### config.mk
export PLATFORM = sky130hd
export DESIGN_NAME = tgt_rdlat_ctrl
export DESIGN_NICKNAME = d
export VERILOG_FILES = /design/src/rtl/rdl_pkg.sv /design/src/rtl/rdl_fifo.sv /design/src/rtl/rdl_req_rec.sv /design/src/rtl/rdl_ctrl.sv /design/src/rtl/tgt_rdlat_ctrl.sv
export SDC_FILE = /design/constraint.sdc
export NUM_CORES = 1
export LEC_CHECK = 0
export ABC_CLOCK_PERIOD_IN_PS = 7650
export CORE_MARGIN = 2
export CORE_UTILIZATION = 59
export DETAILED_ROUTE_END_ITERATION = 10
export PLACE_DENSITY = 0.9
export SLEW_MARGIN = 30
export SYNTH_ARGS = -nofsm -noshare
export SYNTH_HDL_FRONTEND = slang
export SYNTH_SLANG_ARGS = --single-unit
### constraint.sdc
create_clock -name clk -period 7.65 [get_ports clk]
set_input_delay 1.53 -clock clk [delete_from_list [all_inputs] [get_ports clk]]
set_output_delay 1.53 -clock clk [all_outputs]
set_load 0.05 [all_outputs]
### src/rtl/rdl_pkg.sv
package rdl_pkg;
  timeunit 1ns;
  timeprecision 1ps;

  typedef enum logic [1:0] {
    ST_IDLE  = 2'd0,
    ST_WAIT  = 2'd1,
    ST_RETRY = 2'd2,
    ST_XFER  = 2'd3
  } rdl_state_e;

  localparam logic [3:0] CMD_MEM_READ = 4'b0110;

  function automatic logic is_mem_read(input logic [3:0] cmd);
    return cmd == CMD_MEM_READ;
  endfunction

  function automatic int unsigned lat_limit(input logic sel,
                                            input int unsigned short_lim,
                                            input int unsigned long_lim);
    return sel ? long_lim : short_lim;
  endfunction
endpackage

### src/rtl/rdl_fifo.sv
module rdl_fifo #(
  parameter int DW    = 32,
  parameter int DEPTH = 8
) (
  input  logic          clk,
  input  logic          rst_n,
  input  logic          wr_en,
  input  logic [DW-1:0] wr_data,
  input  logic          rd_en,
  input  logic          flush,
  output logic [DW-1:0] rd_data,
  output logic          empty,
  output logic          full
);
  timeunit 1ns;
  timeprecision 1ps;

  localparam int PW = (DEPTH > 1) ? $clog2(DEPTH) : 1;
  localparam int CW = $clog2(DEPTH + 1);

  logic [DW-1:0] mem [DEPTH];
  logic [PW-1:0] wp, rp;
  logic [CW-1:0] cnt;
  logic          push, pop;

  function automatic logic [PW-1:0] bump(input logic [PW-1:0] p);
    return (p == PW'(DEPTH - 1)) ? '0 : p + PW'(1);
  endfunction

  assign empty = (cnt == '0);
  assign full  = (cnt == CW'(DEPTH));
  assign push  = wr_en && !full && !flush;
  assign pop   = rd_en && !empty && !flush;
  assign rd_data = mem[rp];

  always_ff @(posedge clk or negedge rst_n) begin
    if (!rst_n) begin
      wp  <= '0;
      rp  <= '0;
      cnt <= '0;
    end else if (flush) begin
      wp  <= '0;
      rp  <= '0;
      cnt <= '0;
    end else begin
      if (push) wp <= bump(wp);
      if (pop)  rp <= bump(rp);
      case ({push, pop})
        2'b10:   cnt <= cnt + CW'(1);
        2'b01:   cnt <= cnt - CW'(1);
        default: cnt <= cnt;
      endcase
    end
  end

  always_ff @(posedge clk) begin
    if (push) mem[wp] <= wr_data;
  end

  // a write into a full FIFO with no read must leave it full
  assert_no_overflow_R9: assert property (@(posedge clk) disable iff (!rst_n)
    (full && wr_en && !rd_en && !flush) |=> full);

  // occupancy never exceeds the depth
  assert_count_bound_R9: assert property (@(posedge clk) disable iff (!rst_n)
    cnt <= CW'(DEPTH));

  // a flush leaves the FIFO empty
  assert_flush_empties_R8: assert property (@(posedge clk) disable iff (!rst_n)
    flush |=> empty);
endmodule

### src/rtl/rdl_req_rec.sv
module rdl_req_rec #(
  parameter int AW  = 32,
  parameter int BEW = 4
) (
  input  logic           clk,
  input  logic           rst_n,
  input  logic           load,
  input  logic           clear,
  input  logic [AW-1:0]  in_addr,
  input  logic [BEW-1:0] in_be,
  output logic           valid,
  output logic [AW-1:0]  addr,
  output logic [BEW-1:0] be,
  output logic           hit
);
  timeunit 1ns;
  timeprecision 1ps;

  always_ff @(posedge clk or negedge rst_n) begin
    if (!rst_n) begin
      valid <= 1'b0;
      addr  <= '0;
      be    <= '0;
    end else if (clear) begin
      valid <= 1'b0;
    end else if (load) begin
      valid <= 1'b1;
      addr  <= in_addr;
      be    <= in_be;
    end
  end

  assign hit = valid && (in_addr == addr) && (in_be == be);

  // an untouched record keeps its contents
  assert_record_hold_R4: assert property (@(posedge clk) disable iff (!rst_n)
    (valid && !load && !clear) |=> (valid && $stable(addr) && $stable(be)));
endmodule

### src/rtl/rdl_ctrl.sv
module rdl_ctrl
  import rdl_pkg::*;
#(
  parameter int LAT_SHORT = 16,
  parameter int LAT_LONG  = 32
) (
  input  logic       clk,
  input  logic       rst_n,
  input  logic       mode_delayed,
  input  logic       lat_sel,
  input  logic       bus_req,
  input  logic [3:0] bus_cmd,
  input  logic       bus_mend,
  input  logic       rec_valid,
  input  logic       rec_hit,
  input  logic       fifo_empty,
  output logic       st_idle,
  output logic       rec_load,
  output logic       done,
  output logic       pop,
  output logic       o_wait,
  output logic       o_retry,
  output logic       o_dvalid,
  output logic       o_disc
);
  timeunit 1ns;
  timeprecision 1ps;

  localparam int CW = $clog2(LAT_LONG + 1);

  rdl_state_e    st, nxt;
  logic [CW-1:0] cnt, cnt_nxt, lim;
  logic          rd_evt, lim_hit;

  assign lim     = CW'(lat_limit(lat_sel, LAT_SHORT, LAT_LONG));
  assign lim_hit = (cnt >= lim - CW'(1));
  assign rd_evt  = (st == ST_IDLE) && bus_req && is_mem_read(bus_cmd);

  always_comb begin
    nxt      = st;
    cnt_nxt  = cnt;
    rec_load = 1'b0;
    case (st)
      ST_IDLE: begin
        if (rd_evt) begin
          if (rec_valid) begin
            nxt = (rec_hit && !fifo_empty) ? ST_XFER : ST_RETRY;
          end else begin
            rec_load = 1'b1;
            if (mode_delayed) begin
              nxt = ST_RETRY;
            end else begin
              nxt     = ST_WAIT;
              cnt_nxt = '0;
            end
          end
        end
      end
      ST_WAIT: begin
        if (!fifo_empty)  nxt = ST_XFER;
        else if (lim_hit) nxt = ST_RETRY;
        else              cnt_nxt = cnt + CW'(1);
      end
      ST_RETRY: nxt = ST_IDLE;
      ST_XFER: begin
        if (fifo_empty || bus_mend) nxt = ST_IDLE;
      end
      default: nxt = ST_IDLE;
    endcase
  end

  always_ff @(posedge clk or negedge rst_n) begin
    if (!rst_n) begin
      st  <= ST_IDLE;
      cnt <= '0;
    end else begin
      st  <= nxt;
      cnt <= cnt_nxt;
    end
  end

  assign st_idle  = (st == ST_IDLE);
  assign done     = (st == ST_XFER) && (fifo_empty || bus_mend);
  assign pop      = (st == ST_XFER) && !fifo_empty;
  assign o_wait   = (st == ST_WAIT);
  assign o_retry  = (st == ST_RETRY);
  assign o_dvalid = (st == ST_XFER) && !fifo_empty;
  assign o_disc   = (st == ST_XFER) && fifo_empty;

  // never more than one bus response at a time
  assert_one_response_R7: assert property (@(posedge clk) disable iff (!rst_n)
    $onehot0({o_wait, o_retry, o_dvalid, o_disc}));

  // a non-read command seen in idle keeps the controller idle
  assert_ignore_cmd_R1: assert property (@(posedge clk) disable iff (!rst_n)
    (st_idle && bus_req && !is_mem_read(bus_cmd)) |=> st_idle);

  // delayed mode retries a fresh read
  assert_delayed_retry_R2: assert property (@(posedge clk) disable iff (!rst_n)
    (rd_evt && !rec_valid && mode_delayed) |=> o_retry);

  // the last empty wait cycle leads to a retry
  assert_timeout_retry_R6: assert property (@(posedge clk) disable iff (!rst_n)
    (o_wait && fifo_empty && lim_hit) |=> o_retry);

  // a finished burst returns to idle
  assert_burst_end_R7: assert property (@(posedge clk) disable iff (!rst_n)
    done |=> st_idle);
endmodule

### src/rtl/tgt_rdlat_ctrl.sv
module tgt_rdlat_ctrl
  import rdl_pkg::*;
#(
  parameter int AW         = 32,
  parameter int DW         = 32,
  parameter int BEW        = 4,
  parameter int FIFO_DEPTH = 8,
  parameter int LAT_SHORT  = 16,
  parameter int LAT_LONG   = 32
) (
  input  logic           clk,
  input  logic           rst_n,
  input  logic           mode_delayed,
  input  logic           lat_sel,
  input  logic           bus_req,
  input  logic [3:0]     bus_cmd,
  input  logic [AW-1:0]  bus_addr,
  input  logic [BEW-1:0] bus_be,
  input  logic           bus_mend,
  output logic           tgt_wait,
  output logic           tgt_retry,
  output logic           tgt_disc,
  output logic           tgt_dvalid,
  output logic [DW-1:0]  tgt_data,
  output logic           pend_valid,
  output logic [AW-1:0]  pend_addr,
  output logic [BEW-1:0] pend_be,
  input  logic           app_wr,
  input  logic [DW-1:0]  app_wdata,
  output logic           fifo_full
);
  timeunit 1ns;
  timeprecision 1ps;

  logic st_idle, rec_load, xfer_done, fifo_pop, fifo_empty, rec_hit;

  rdl_req_rec #(.AW(AW), .BEW(BEW)) u_rec (
    .clk     (clk),
    .rst_n   (rst_n),
    .load    (rec_load),
    .clear   (xfer_done),
    .in_addr (bus_addr),
    .in_be   (bus_be),
    .valid   (pend_valid),
    .addr    (pend_addr),
    .be      (pend_be),
    .hit     (rec_hit)
  );

  rdl_fifo #(.DW(DW), .DEPTH(FIFO_DEPTH)) u_fifo (
    .clk     (clk),
    .rst_n   (rst_n),
    .wr_en   (app_wr),
    .wr_data (app_wdata),
    .rd_en   (fifo_pop),
    .flush   (xfer_done),
    .rd_data (tgt_data),
    .empty   (fifo_empty),
    .full    (fifo_full)
  );

  rdl_ctrl #(.LAT_SHORT(LAT_SHORT), .LAT_LONG(LAT_LONG)) u_ctrl (
    .clk          (clk),
    .rst_n        (rst_n),
    .mode_delayed (mode_delayed),
    .lat_sel      (lat_sel),
    .bus_req      (bus_req),
    .bus_cmd      (bus_cmd),
    .bus_mend     (bus_mend),
    .rec_valid    (pend_valid),
    .rec_hit      (rec_hit),
    .fifo_empty   (fifo_empty),
    .st_idle      (st_idle),
    .rec_load     (rec_load),
    .done         (xfer_done),
    .pop          (fifo_pop),
    .o_wait       (tgt_wait),
    .o_retry      (tgt_retry),
    .o_dvalid     (tgt_dvalid),
    .o_disc       (tgt_disc)
  );

  // a mismatching read is retried and the record survives it
  assert_miss_retry_R4: assert property (@(posedge clk) disable iff (!rst_n)
    (st_idle && bus_req && is_mem_read(bus_cmd) && pend_valid && !rec_hit)
    |=> (tgt_retry && pend_valid && $stable(pend_addr) && $stable(pend_be)));

  // data only flows against a valid record
  assert_data_has_record_R3: assert property (@(posedge clk) disable iff (!rst_n)
    tgt_dvalid |-> pend_valid);

  // completion clears the record
  assert_clear_on_done_R8: assert property (@(posedge clk) disable iff (!rst_n)
    xfer_done |=> !pend_valid);
endmodule

Yosys cells after proc, flatten, opt, wreduce, memory -nomap -nowiden:

Memory sizes are Yosys's and may differ from the RTL's.
Cells that the tools add are included.

* memory bits (read-only): 0
* logic and storage cells: 91
* bits in registers: 55
* memories: 1
* input bits: 79
* bits in writable memories: 256
* bits in latches: 0
* output and inout port bits: 74

Memories
* u_fifo.mem: words 8, bits a word 32, read ports 1, clocked after Yosys merged registers in 0, write ports 1, line rdl_fifo.sv:21 `logic [DW-1:0] mem [DEPTH];`

* multiplexer cells: 30
* $add $sub $neg: 6
* $lt $le $gt $ge: 1
* equality and inequality tests: 18
* shift-type cells: 0
* reductions and logical operators: 26
* divide/modulo/power cells: 0
* $mul: 0
* bitwise operators: 1

Operator list (number)
* $mux W6: 6
* $eq A32 B32 Y1: 1
* $mux W3: 6
* $logic_and A1 B1 Y1: 12
* $mux W2: 6
* $pmux W6 S2: 1
* $mux W1: 8
* $pmux W2 S4: 1
* $pmux W4 S2: 1
* $reduce_bool A2 Y1: 4
* $add A3 B1 Y3 const B: 2
* $add A6 B1 Y6 const B: 1
* $eq A2 B2 Y1 const B: 3
* $eq A3 B3 Y1 const B: 2
* $ge A6 B6 Y1: 1
* $ne A2 B1 Y1 const B: 3
* $ne A2 B2 Y1 const B: 3
* $reduce_and A6 Y1: 1
* $sub A6 B1 Y6 const B: 1
* $add A4 B1 Y4 const B: 1
* $eq A2 B1 Y1 const B: 2
* $eq A4 B3 Y1 const B: 1
* $eq A4 B4 Y1: 1
* $eq A4 B4 Y1 const B: 1
* other kinds (11): 13

Longest topological paths before layout:

Gate-level depths: netlist (run 1).

* depth in word-level cells: 8
* mapped depth: 13
* mapped depth without buffers: 12

Modules after synthesis:

Synthesis (run 1) repeated with hierarchy kept, for this count alone.

* cells, all modules: 633
* area total of the unflattened synthesis: 12690.9 um2

Modules (own cells, without submodules)
* rdl_fifo: area each 10323.7 um2, cells each 450, times used 1, seq. area each 7937.6 um2
* rdl_req_rec: area each 1788.0 um2, cells each 129, times used 1, seq. area each 925.9 um2
* rdl_ctrl: area each 579.3 um2, cells each 54, times used 1, seq. area each 200.2 um2

Worst setup path before layout (run 1):

OpenSTA, ideal clock, no wires.

* path type: input -> register
* start point: input app_wr
* end point: memory u_fifo.mem[0][0] (enable)
* path slack: 2.725 ns
* required time: 7.189 ns
* data arrival time: 4.464 ns
* stages on the path: 3
* setup time: 0.461 ns
* path buffers: 0
* cells stage by stage: a21bo_1 -> or3_2 -> nor3_1

* cells in the longest elaborated chain, start to end: 4

RTL lines
* start, declared: line tgt_rdlat_ctrl.sv:28 `input logic app_wr,`
* $logic_and A1 B1 Y1 (2 in series): line rdl_fifo.sv:32 `assign push = wr_en && !full && !flush;`
* $mux W1: line rdl_fifo.sv:57 `if (push) mem[wp] <= wr_data;`
* $mux W1 (implied by the code): line rdl_fifo.sv:57
* end, declared: line rdl_fifo.sv:21

Every way passes these cells.

Worst setup path after layout (run 1):

* start point: register u_fifo.rp[0]
* end point: output tgt_data[1]

* cells in the longest elaborated chain, start to end: 1

RTL lines
* start, declared: line rdl_fifo.sv:22 `logic [PW-1:0] wp, rp;`
* start signal, assigned: line rdl_fifo.sv:47 `if (pop) rp <= bump(rp);`
* $mem_v2 Z8 W32
* end, declared: line tgt_rdlat_ctrl.sv:24 `output logic [DW-1:0] tgt_data,`

Every way passes these cells.

==> results of run 1 <==
## per-layer routing
metal | global-route usage | vias to the layer above | share of wire
met5 | 0 | - | 0
met4 | 0.0757 | 0 | 0.023
met3 | 0.0442 | 44 | 0.065
met2 | 0.463 | 324 | 0.54
met1 | 0.325 | 3474 | 0.37
li1 | - | 2847 | -
## metrics by stage
step / utilization / instances / cell area [µm²] / total power (W) / setup slack [ns]
after floorplan: - / 621 / 12500 / 0.00305 / 2.73
after global placement: 0.689 / 1035 / 14400 / 0.00344 / 2.96
final: 0.735 / 1090 / 15400 / 0.00487 / 2.37
after global routing: 0.735 / 1089 / 15400 / 0.00503 / 2.14
after detailed placement: 0.693 / 1038 / 14500 / 0.00352 / 2.85
after CTS: 0.735 / 1089 / 15400 / 0.00490 / 2.27
## cell type report
cell class / count / share of cell area
diodes: 1 / 0.000163
clock buffers: 40 / 0.0506
well taps: 275 / 0.0224
multi-input cells: 284 / 0.220
repair buffers: 165 / 0.109
inverters: 3 / 0.000733
flip-flops and latches: 311 / 0.591
clock inverters: 11 / 0.00636
## sequential cells by signal, indices dropped and copies added, names as in the netlist
name,cells
u_fifo.mem,256
u_rec.addr,32
u_ctrl.cnt,6
u_fifo.cnt,4
u_rec.be,4
u_fifo.rp,3
u_fifo.wp,3
u_ctrl.st,2
u_rec.valid,1
## where the power goes
group / internal (W) / total, W / switching, W
registers: 0.00213 / 0.00230 / 0.000170
logic: 0.000469 / 0.00121 / 0.000741
clock network: 0.000771 / 0.00136 / 0.000592
total: 0.00337 / 0.00487 / 0.00150
## cell usage in the layout (no fill, tap or decap), types with 9 or more instances in the layout
master,n
buf_4,10
clkbuf_1,10
clkbuf_16,29
clkdlybuf4s50_1,151
dfrtp_1,52
edfxtp_1,256
ha_1,10
mux2_2,68
mux4_2,64
nand2_1,9
nor2_1,18
nor4_1,9
xor2_1,37
## cells in the mapped netlist (2+ instances only)
cell type,n
nor3_1,7
nand2b_1,2
dfrtp_1,55
a21oi_1,6
mux2_2,68
xnor2_1,6
nor4_1,9
nor2_1,24
nand4_1,8
mux4_2,64
inv_1,3
clkbuf_1,7
nand2_1,9
buf_2,12
a211oi_1,2
ha_1,10
a22o_1,3
buf_1,3
and2_1,2
edfxtp_1,256
mux2i_1,2
nor2b_1,2
o21ai_0,3
xor2_1,37
## logic make-up (layout without fill, tap and decap cells)
| logic type | count (synthesis) | after routing | synth area share |
|---|---|---|---|
| buffers and inverters | 26 | 219 | 0.00960 |
| multiplexers | 134 | 134 | 0.178 |
| adder cells (fa/ha/maj) | 10 | 10 | 0.0100 |
| AND/OR/NAND/NOR | 74 | 74 | 0.0338 |
| flip-flops | 311 | 311 | 0.725 |
| other | 0 | 1 | 0 |
| XOR/XNOR | 43 | 43 | 0.0301 |
| AO/OA/AOI/OAI | 23 | 23 | 0.0137 |
## worst reg2reg max path, cell delays in order, from the launching register on
cell and delay, ns:
dfrtp_1 0.48, nand2_1 0.32, nor3_1 0.84, ha_1 0.38
ha_1 0.31, a31o_2 0.26, a211oi_1 0.30, xnor2_1 0.17
nor2_1 0.05
## path summary, 6_finish.rpt
check	start	slack, ns	to
worst max-delay path	u_fifo.rp[0]$_DFFE_PN0P_	2.37	tgt_data[1]
worst min-delay path	u_ctrl.cnt[5]$_DFFE_PN0P_	0.51	u_ctrl.cnt[5]$_DFFE_PN0P_
worst max register to register	u_ctrl.st[1]$_DFFE_PN0P_	4.43	u_fifo.cnt[3]$_DFFE_PN0P_
worst min register to register	u_ctrl.cnt[5]$_DFFE_PN0P_	0.51	u_ctrl.cnt[5]$_DFFE_PN0P_
max in group asynchronous	rst_n	5.95	u_fifo.rp[0]$_DFFE_PN0P_
min in group asynchronous	rst_n	1.14	u_rec.addr[26]$_DFFE_PN0P_
==> impl_summary.log, run 1 <==
[metrics] critical path launch point type: flop
[metrics] Arr. time, crit path: 3.75 ns
[metrics] crit share post-route: 0.691
[metrics] Syn Area/Cell: 20.1 µm²
[metrics] synthesis-to-layout area growth: 22.8%
[metrics] kind of end point of the critical path: output port
[metrics] delay of the slowest critical-path stage: 0.87 ns
[metrics] number of flops mapped to enable cells by yosys: 256
[metrics] cell type with the highest aggregate area in the netlist: edfxtp_1
[metrics] CTS Root Buffer Type: clkbuf_16
[metrics] normalized max-slew margin: 0.343
[metrics] Hold Worst Slack: 0.509 ns
[metrics] yosys warns: 0
[metrics] worst-case vdd ir drop: 0.216 mV
[metrics] class of the most critical setup path: flop to output port
[metrics] count of vias placed by the detailed router: 6689
[metrics] max-slew violation count: 0
[metrics] wire length of the first global-routing pass: 42500 µm
[metrics] top-level I/O count: 153
[metrics] highest net fanout along the worst path: 34
[metrics] Worst Max-Slew Pin Slew: 0.986 ns
[metrics] via count of the first global-routing pass: 7281
[metrics] required time worst endpoint: 6.12 ns
[metrics] number of buffers inserted by hold repair at cts: 0
[metrics] wire per inst: 25.8 µm
[metrics] Die X: 150 µm
[metrics] setup repair bufs after CTS: 0
[metrics] crit path time final: 5.28 ns
[metrics] power density over the cells: 317 mW/mm²
[metrics] maximum count of clock buffers along a single path: 3
[metrics] final hold violations: 0
[metrics] peak clock frequency supported by timing: 189 MHz
[metrics] result of the run: complete, no violations
[metrics] number of nets with antenna violations after routing: 0
[metrics] Worst path depth: 4
[metrics] TritonCTS clock tree: yes
[metrics] Post-Synthesis Cell Area: 0.0125 mm²
[metrics] fraction of layout cells with a size suffix above 1: 0.248
[metrics] worst-path cell with the longest stage delay: dfrtp_4
[metrics] Nets: 883
[metrics] number of antenna violations at the first check in global routing: 2
[metrics] maximum number of pins on one net before global-route repair: 56
[metrics] cell family with the largest share of critical-path delay: buffers and inverters
[metrics] count of state elements after synthesis: 311
[metrics] number of distinct library cell variants in the gate-level netlist after synthesis: 45
[metrics] Starting Density: 0.599
[metrics] area taken by flip-flops and latches: 0.00907 mm²
[metrics] RSZ-0062 raised after global routing: no
[metrics] number of max-capacitance violations reported: 0
[metrics] wire length after detailed routing: 28200 µm
[metrics] Hold Path Cell Cnt: 1
[metrics] placeable core region: 0.0209 mm²
[metrics] final setup violation count: 0
[metrics] detail-routed via count per cell: 6.14
[metrics] Site Rows: 53
[metrics] setup total negative slack: 0 ns
[metrics] floorplan die height: 150 µm
[metrics] Clock Latency Late Sink: 0.54 ns
[metrics] Max H-tree Level: 1
[metrics] total routing usage reported by global routing: 0.258
[metrics] Seq/Total Area, Yosys: 0.725
[metrics] detailed router's first-iteration violation count: 462
[metrics] overall die area: 0.0224 mm²
[metrics] Detailed Routing Iterations Pass 1: 5
[metrics] footprint of the multi-input gates: 0.00338 mm²
[metrics] number of inserted filler cells in the final layout: 1132
[metrics] placed wire-length estimate after detailed placement: 15900 µm
[metrics] gpl congestion: 0.793
[metrics] synthesized net count: 710
[metrics] clock skew: 0.0106 ns
[metrics] largest cells by area after synthesis: edfxtp_1 (61%), mux4_2 (12%), dfrtp_1 (11%), mux2_2 (6.1%), xor2_1 (2.6%)
[metrics] total of buffers placed on input and output ports: 152
[metrics] class of the worst hold path: flop to flop
[metrics] top flip-flop cell by instance count after synthesis: edfxtp_1
[metrics] Mapped Cells: 621
[metrics] post-cts gate resize count: 0
[metrics] fraction of synthesis flops using an asynchronous set or reset pin: 0.177
[metrics] CTS clock-pin slew for the worst setup and hold paths: 0.06 ns
[metrics] leakage power total: 5.26 nW
[metrics] post-detailed-route DRC marker count: 0
[metrics] remaining global-route overflow: 0
[metrics] clock sink count: 311
[metrics] CP Buf/Inv Count: 2
[metrics] number of cell instances on the worst register-to-register path: 8
[metrics] sequence of cells on the critical path: buf_4 -> mux4_2 -> mux2_2 -> clkdlybuf4s50_1
[metrics] total clock buffers created by CTS: 29
[metrics] area fraction of the dominant cell type after synthesis: 0.615
Power figures use the tool's default switching activity.
==> run 2: changes to the inputs <==
--- a/config.mk
+++ b/config.mk
@@ -5,11 +5,11 @@
 export SDC_FILE = /design/constraint.sdc
 export NUM_CORES = 1
 export LEC_CHECK = 0
-export ABC_CLOCK_PERIOD_IN_PS = 7650
+export ABC_CLOCK_PERIOD_IN_PS = 5350
 export CORE_MARGIN = 2
-export CORE_UTILIZATION = 59
+export CORE_UTILIZATION = 55
 export DETAILED_ROUTE_END_ITERATION = 10
-export PLACE_DENSITY = 0.9
+export PLACE_DENSITY = 0.85
 export SLEW_MARGIN = 30
 export SYNTH_ARGS = -nofsm -noshare
 export SYNTH_HDL_FRONTEND = slang
==> constraint.sdc (replaced) <==
create_clock -name clk -period 5.35 [get_ports clk]
set_input_delay 1.07 -clock clk [delete_from_list [all_inputs] [get_ports clk]]
set_output_delay 1.07 -clock clk [all_outputs]
set_load 0.05 [all_outputs]
==> impl_summary.log, run 2 (synthesized netlist as in run 1, its figures left out) <==
[metrics] CTS clock-pin slew for the worst setup and hold paths: 0.07 ns (was 0.06 ns)
[metrics] highest net fanout along the worst path: 36 (was 34)
[metrics] registers with the most flip-flops: u_fifo.mem x256, u_rec.addr x32, u_ctrl.cnt x6 (unchanged)
[metrics] setup repair bufs after CTS: 0 (unchanged)
[metrics] max-slew violation count: 0 (unchanged)
[metrics] total clock buffers created by CTS: 29 (unchanged)
[metrics] detailed router's first-iteration violation count: 422 (was 462)
[metrics] Worst Max-Slew Pin Slew: 0.999 ns (was 0.986 ns)
[metrics] remaining global-route overflow: 0 (unchanged)
[metrics] power density over the cells: 451 mW/mm² (was 317 mW/mm²)
[metrics] footprint of the multi-input gates: 0.00338 mm² (unchanged)
[metrics] commonest cells after routing, fill and taps aside: edfxtp_1 (256), clkdlybuf4s50_1 (151), mux2_2 (68), mux4_2 (64), dfrtp_1 (52) (unchanged)
[metrics] via count of the first global-routing pass: 6868 (was 7281)
[metrics] count of vias placed by the detailed router: 6404 (was 6689)
[metrics] post-detailed-route DRC marker count: 0 (unchanged)
[metrics] floorplan die height: 155 µm (was 150 µm)
[metrics] number of nets with antenna violations after routing: 0 (unchanged)
[metrics] worst setup margin: 0.966 ns (was 2.37 ns)
[metrics] clock sink count: 311 (unchanged)
[metrics] crit share post-route: 0.819
[metrics] placeable core region: 0.0225 mm² (was 0.0209 mm²)
[metrics] Clock Latency Late Sink: 0.53 ns (was 0.54 ns)
[metrics] normalized max-slew margin: 0.334 (was 0.343)
[metrics] most flop-heavy register: u_fifo.mem (unchanged)
[metrics] Arr. time, crit path: 3.31 ns (was 3.75 ns)
[metrics] setup total negative slack: 0 ns (unchanged)
[metrics] total routing usage reported by global routing: 0.209 (was 0.258)
[metrics] top-level I/O count: 153 (unchanged)
[metrics] Design Power: 0.00692 W (was 0.00487 W)
[metrics] Die X: 155 µm (was 150 µm)
[metrics] Detailed Routing Iterations Pass 1: 4 (was 5)
[metrics] result of the run: complete, no violations (unchanged)
[metrics] Nets: 883 (unchanged)
[metrics] fraction of layout cells with a size suffix above 1: 0.257 (was 0.248)
[metrics] maximum number of pins on one net before global-route repair: 56 (unchanged)
[metrics] CTS Root Buffer Type: clkbuf_16 (unchanged)
[metrics] detail-routed via count per cell: 5.83 (was 6.14)
[metrics] most frequent standard cell in the layout excluding fill and tap cells: edfxtp_1 (unchanged)
[metrics] wire per inst: 22.4 µm (was 25.8 µm)
[metrics] number of antenna violations at the first check in global routing: 1 (was 2)
[metrics] number of inserted filler cells in the final layout: 1379 (was 1132)
[metrics] leakage power total: 5.27 nW (was 5.26 nW)
[metrics] required time worst endpoint: 4.28 ns (was 6.12 ns)
[metrics] TritonCTS clock tree: yes (unchanged)
[metrics] overall die area: 0.0240 mm² (was 0.0224 mm²)
[metrics] RSZ-0062 raised after global routing: no (unchanged)
[metrics] number of max-capacitance violations reported: 0 (unchanged)
[metrics] total placed instance area: 0.0145 mm² (about the same)
[metrics] critical path launch point type: flop (unchanged)
[metrics] Max H-tree Level: 1 (unchanged)
[metrics] maximum count of clock buffers along a single path: 3 (unchanged)
[metrics] total of buffers placed on input and output ports: 152 (unchanged)
[metrics] peak clock frequency supported by timing: 228 MHz
[metrics] area taken by flip-flops and latches: 0.00907 mm² (unchanged)
[metrics] flip-flop count of the largest register, all copies and words added: 256 (unchanged)
[metrics] Site Rows: 55 (was 53)
[metrics] crit path time final: 4.38 ns
[metrics] worst-path cell with the longest stage delay: dfrtp_4 (unchanged)
[metrics] number of buffers inserted by hold repair at cts: 0 (unchanged)
[metrics] gpl congestion: 0.814 (was 0.793)
[metrics] sequence of cells on the critical path: buf_12 -> mux4_2 -> mux2_2 -> clkdlybuf4s50_1 (was buf_4 -> mux4_2 -> mux2_2 -> clkdlybuf4s50_1)
[metrics] delay of the slowest critical-path stage: 0.85 ns (was 0.87 ns)
[metrics] synthesis-to-layout area growth: 22.9% (was 22.8%)
[metrics] final hold violations: 0 (unchanged)
[metrics] placed wire-length estimate after detailed placement: 15400 µm (was 15900 µm)
[metrics] clock skew: 0.0122 ns (was 0.0106 ns)
[metrics] wire length after detailed routing: 24600 µm (was 28200 µm)
[metrics] post-route design area: 0.0154 mm² (about the same)
[metrics] post-cts gate resize count: 0 (unchanged)
[metrics] Starting Density: 0.556 (was 0.599)
[metrics] class of the worst hold path: flop to flop (unchanged)
[metrics] wire length of the first global-routing pass: 38600 µm (was 42500 µm)
[metrics] worst-case register-to-register setup slack: 2.29 ns (was 4.43 ns)
[metrics] worst-case vdd ir drop: 0.316 mV (was 0.216 mV)
[metrics] kind of end point of the critical path: output port (unchanged)
[metrics] class of the most critical setup path: flop to output port (unchanged)
[metrics] worst-case setup slack after placement: 1.45 ns (was 2.85 ns)
[metrics] final setup violation count: 0 (unchanged)
[metrics] number of antenna repair diodes: 0 (was 1)
==> run 2: area by class of cell <==
type	instances	share of cell area
sequential	311	0.590
clock buffer	33	0.0482
timing repair buffer	165	0.107
multi-input combinational	284	0.220
tap	285	0.0232
clock inverter	18	0.0111
inverter	3	0.000733
==> run 2: power breakdown <==
part	leakage, nW	internal, W	switching [W]
Sequential	3.03	0.00305	0.000228
Clock	0.441	0.00113	0.000842
Combinational	1.80	0.000652	0.00102
==> run 2: layer usage <==
metal  vias to the layer above  wire length, µm  share of wire  global-route usage
li1                       2838                -              -                   -
met1                      3300             9800           0.40               0.269
met2                       230            12500           0.51               0.368
met3                        34             1780          0.073              0.0493
met4                         2              430          0.017              0.0410
met5                         -               11        0.00045                   0
==> run 2: final timing paths <==
kind | startpoint | endpoint | cells past startpoint
worst max-delay path | u_fifo.rp[0]$_DFFE_PN0P_ | tgt_data[20] | 4
worst min-delay path | u_ctrl.cnt[5]$_DFFE_PN0P_ | u_ctrl.cnt[5]$_DFFE_PN0P_ | 1
max in group asynchronous | rst_n | u_fifo.rp[0]$_DFFE_PN0P_ | 2
min in group asynchronous | rst_n | u_ctrl.st[1]$_DFFE_PN0P_ | 2
worst min register to register | u_ctrl.cnt[5]$_DFFE_PN0P_ | u_ctrl.cnt[5]$_DFFE_PN0P_ | 1
worst max register to register | u_fifo.cnt[1]$_DFFE_PN0P_ | u_fifo.cnt[3]$_DFFE_PN0P_ | 10
==> run 2: through the flow <==
| stage | std cells | hold WS [ns] | util |
|---|---|---|---|
| after floorplan | 621 | 0.465 | - |
| after global placement | 1048 | 0.476 | 0.642 |
| after detailed placement | 1048 | 0.480 | 0.642 |
| after CTS | 1099 | 0.503 | 0.683 |
| after global routing | 1099 | 0.515 | 0.683 |
| final | 1099 | 0.498 | 0.683 |
==> run 2: worst max-delay path: cells and delay by family (launching register included) <==
family                 cells  cell delay (ns)
buffers and inverters      2             1.07
flip-flops                 1             0.85
multiplexers               2             0.86
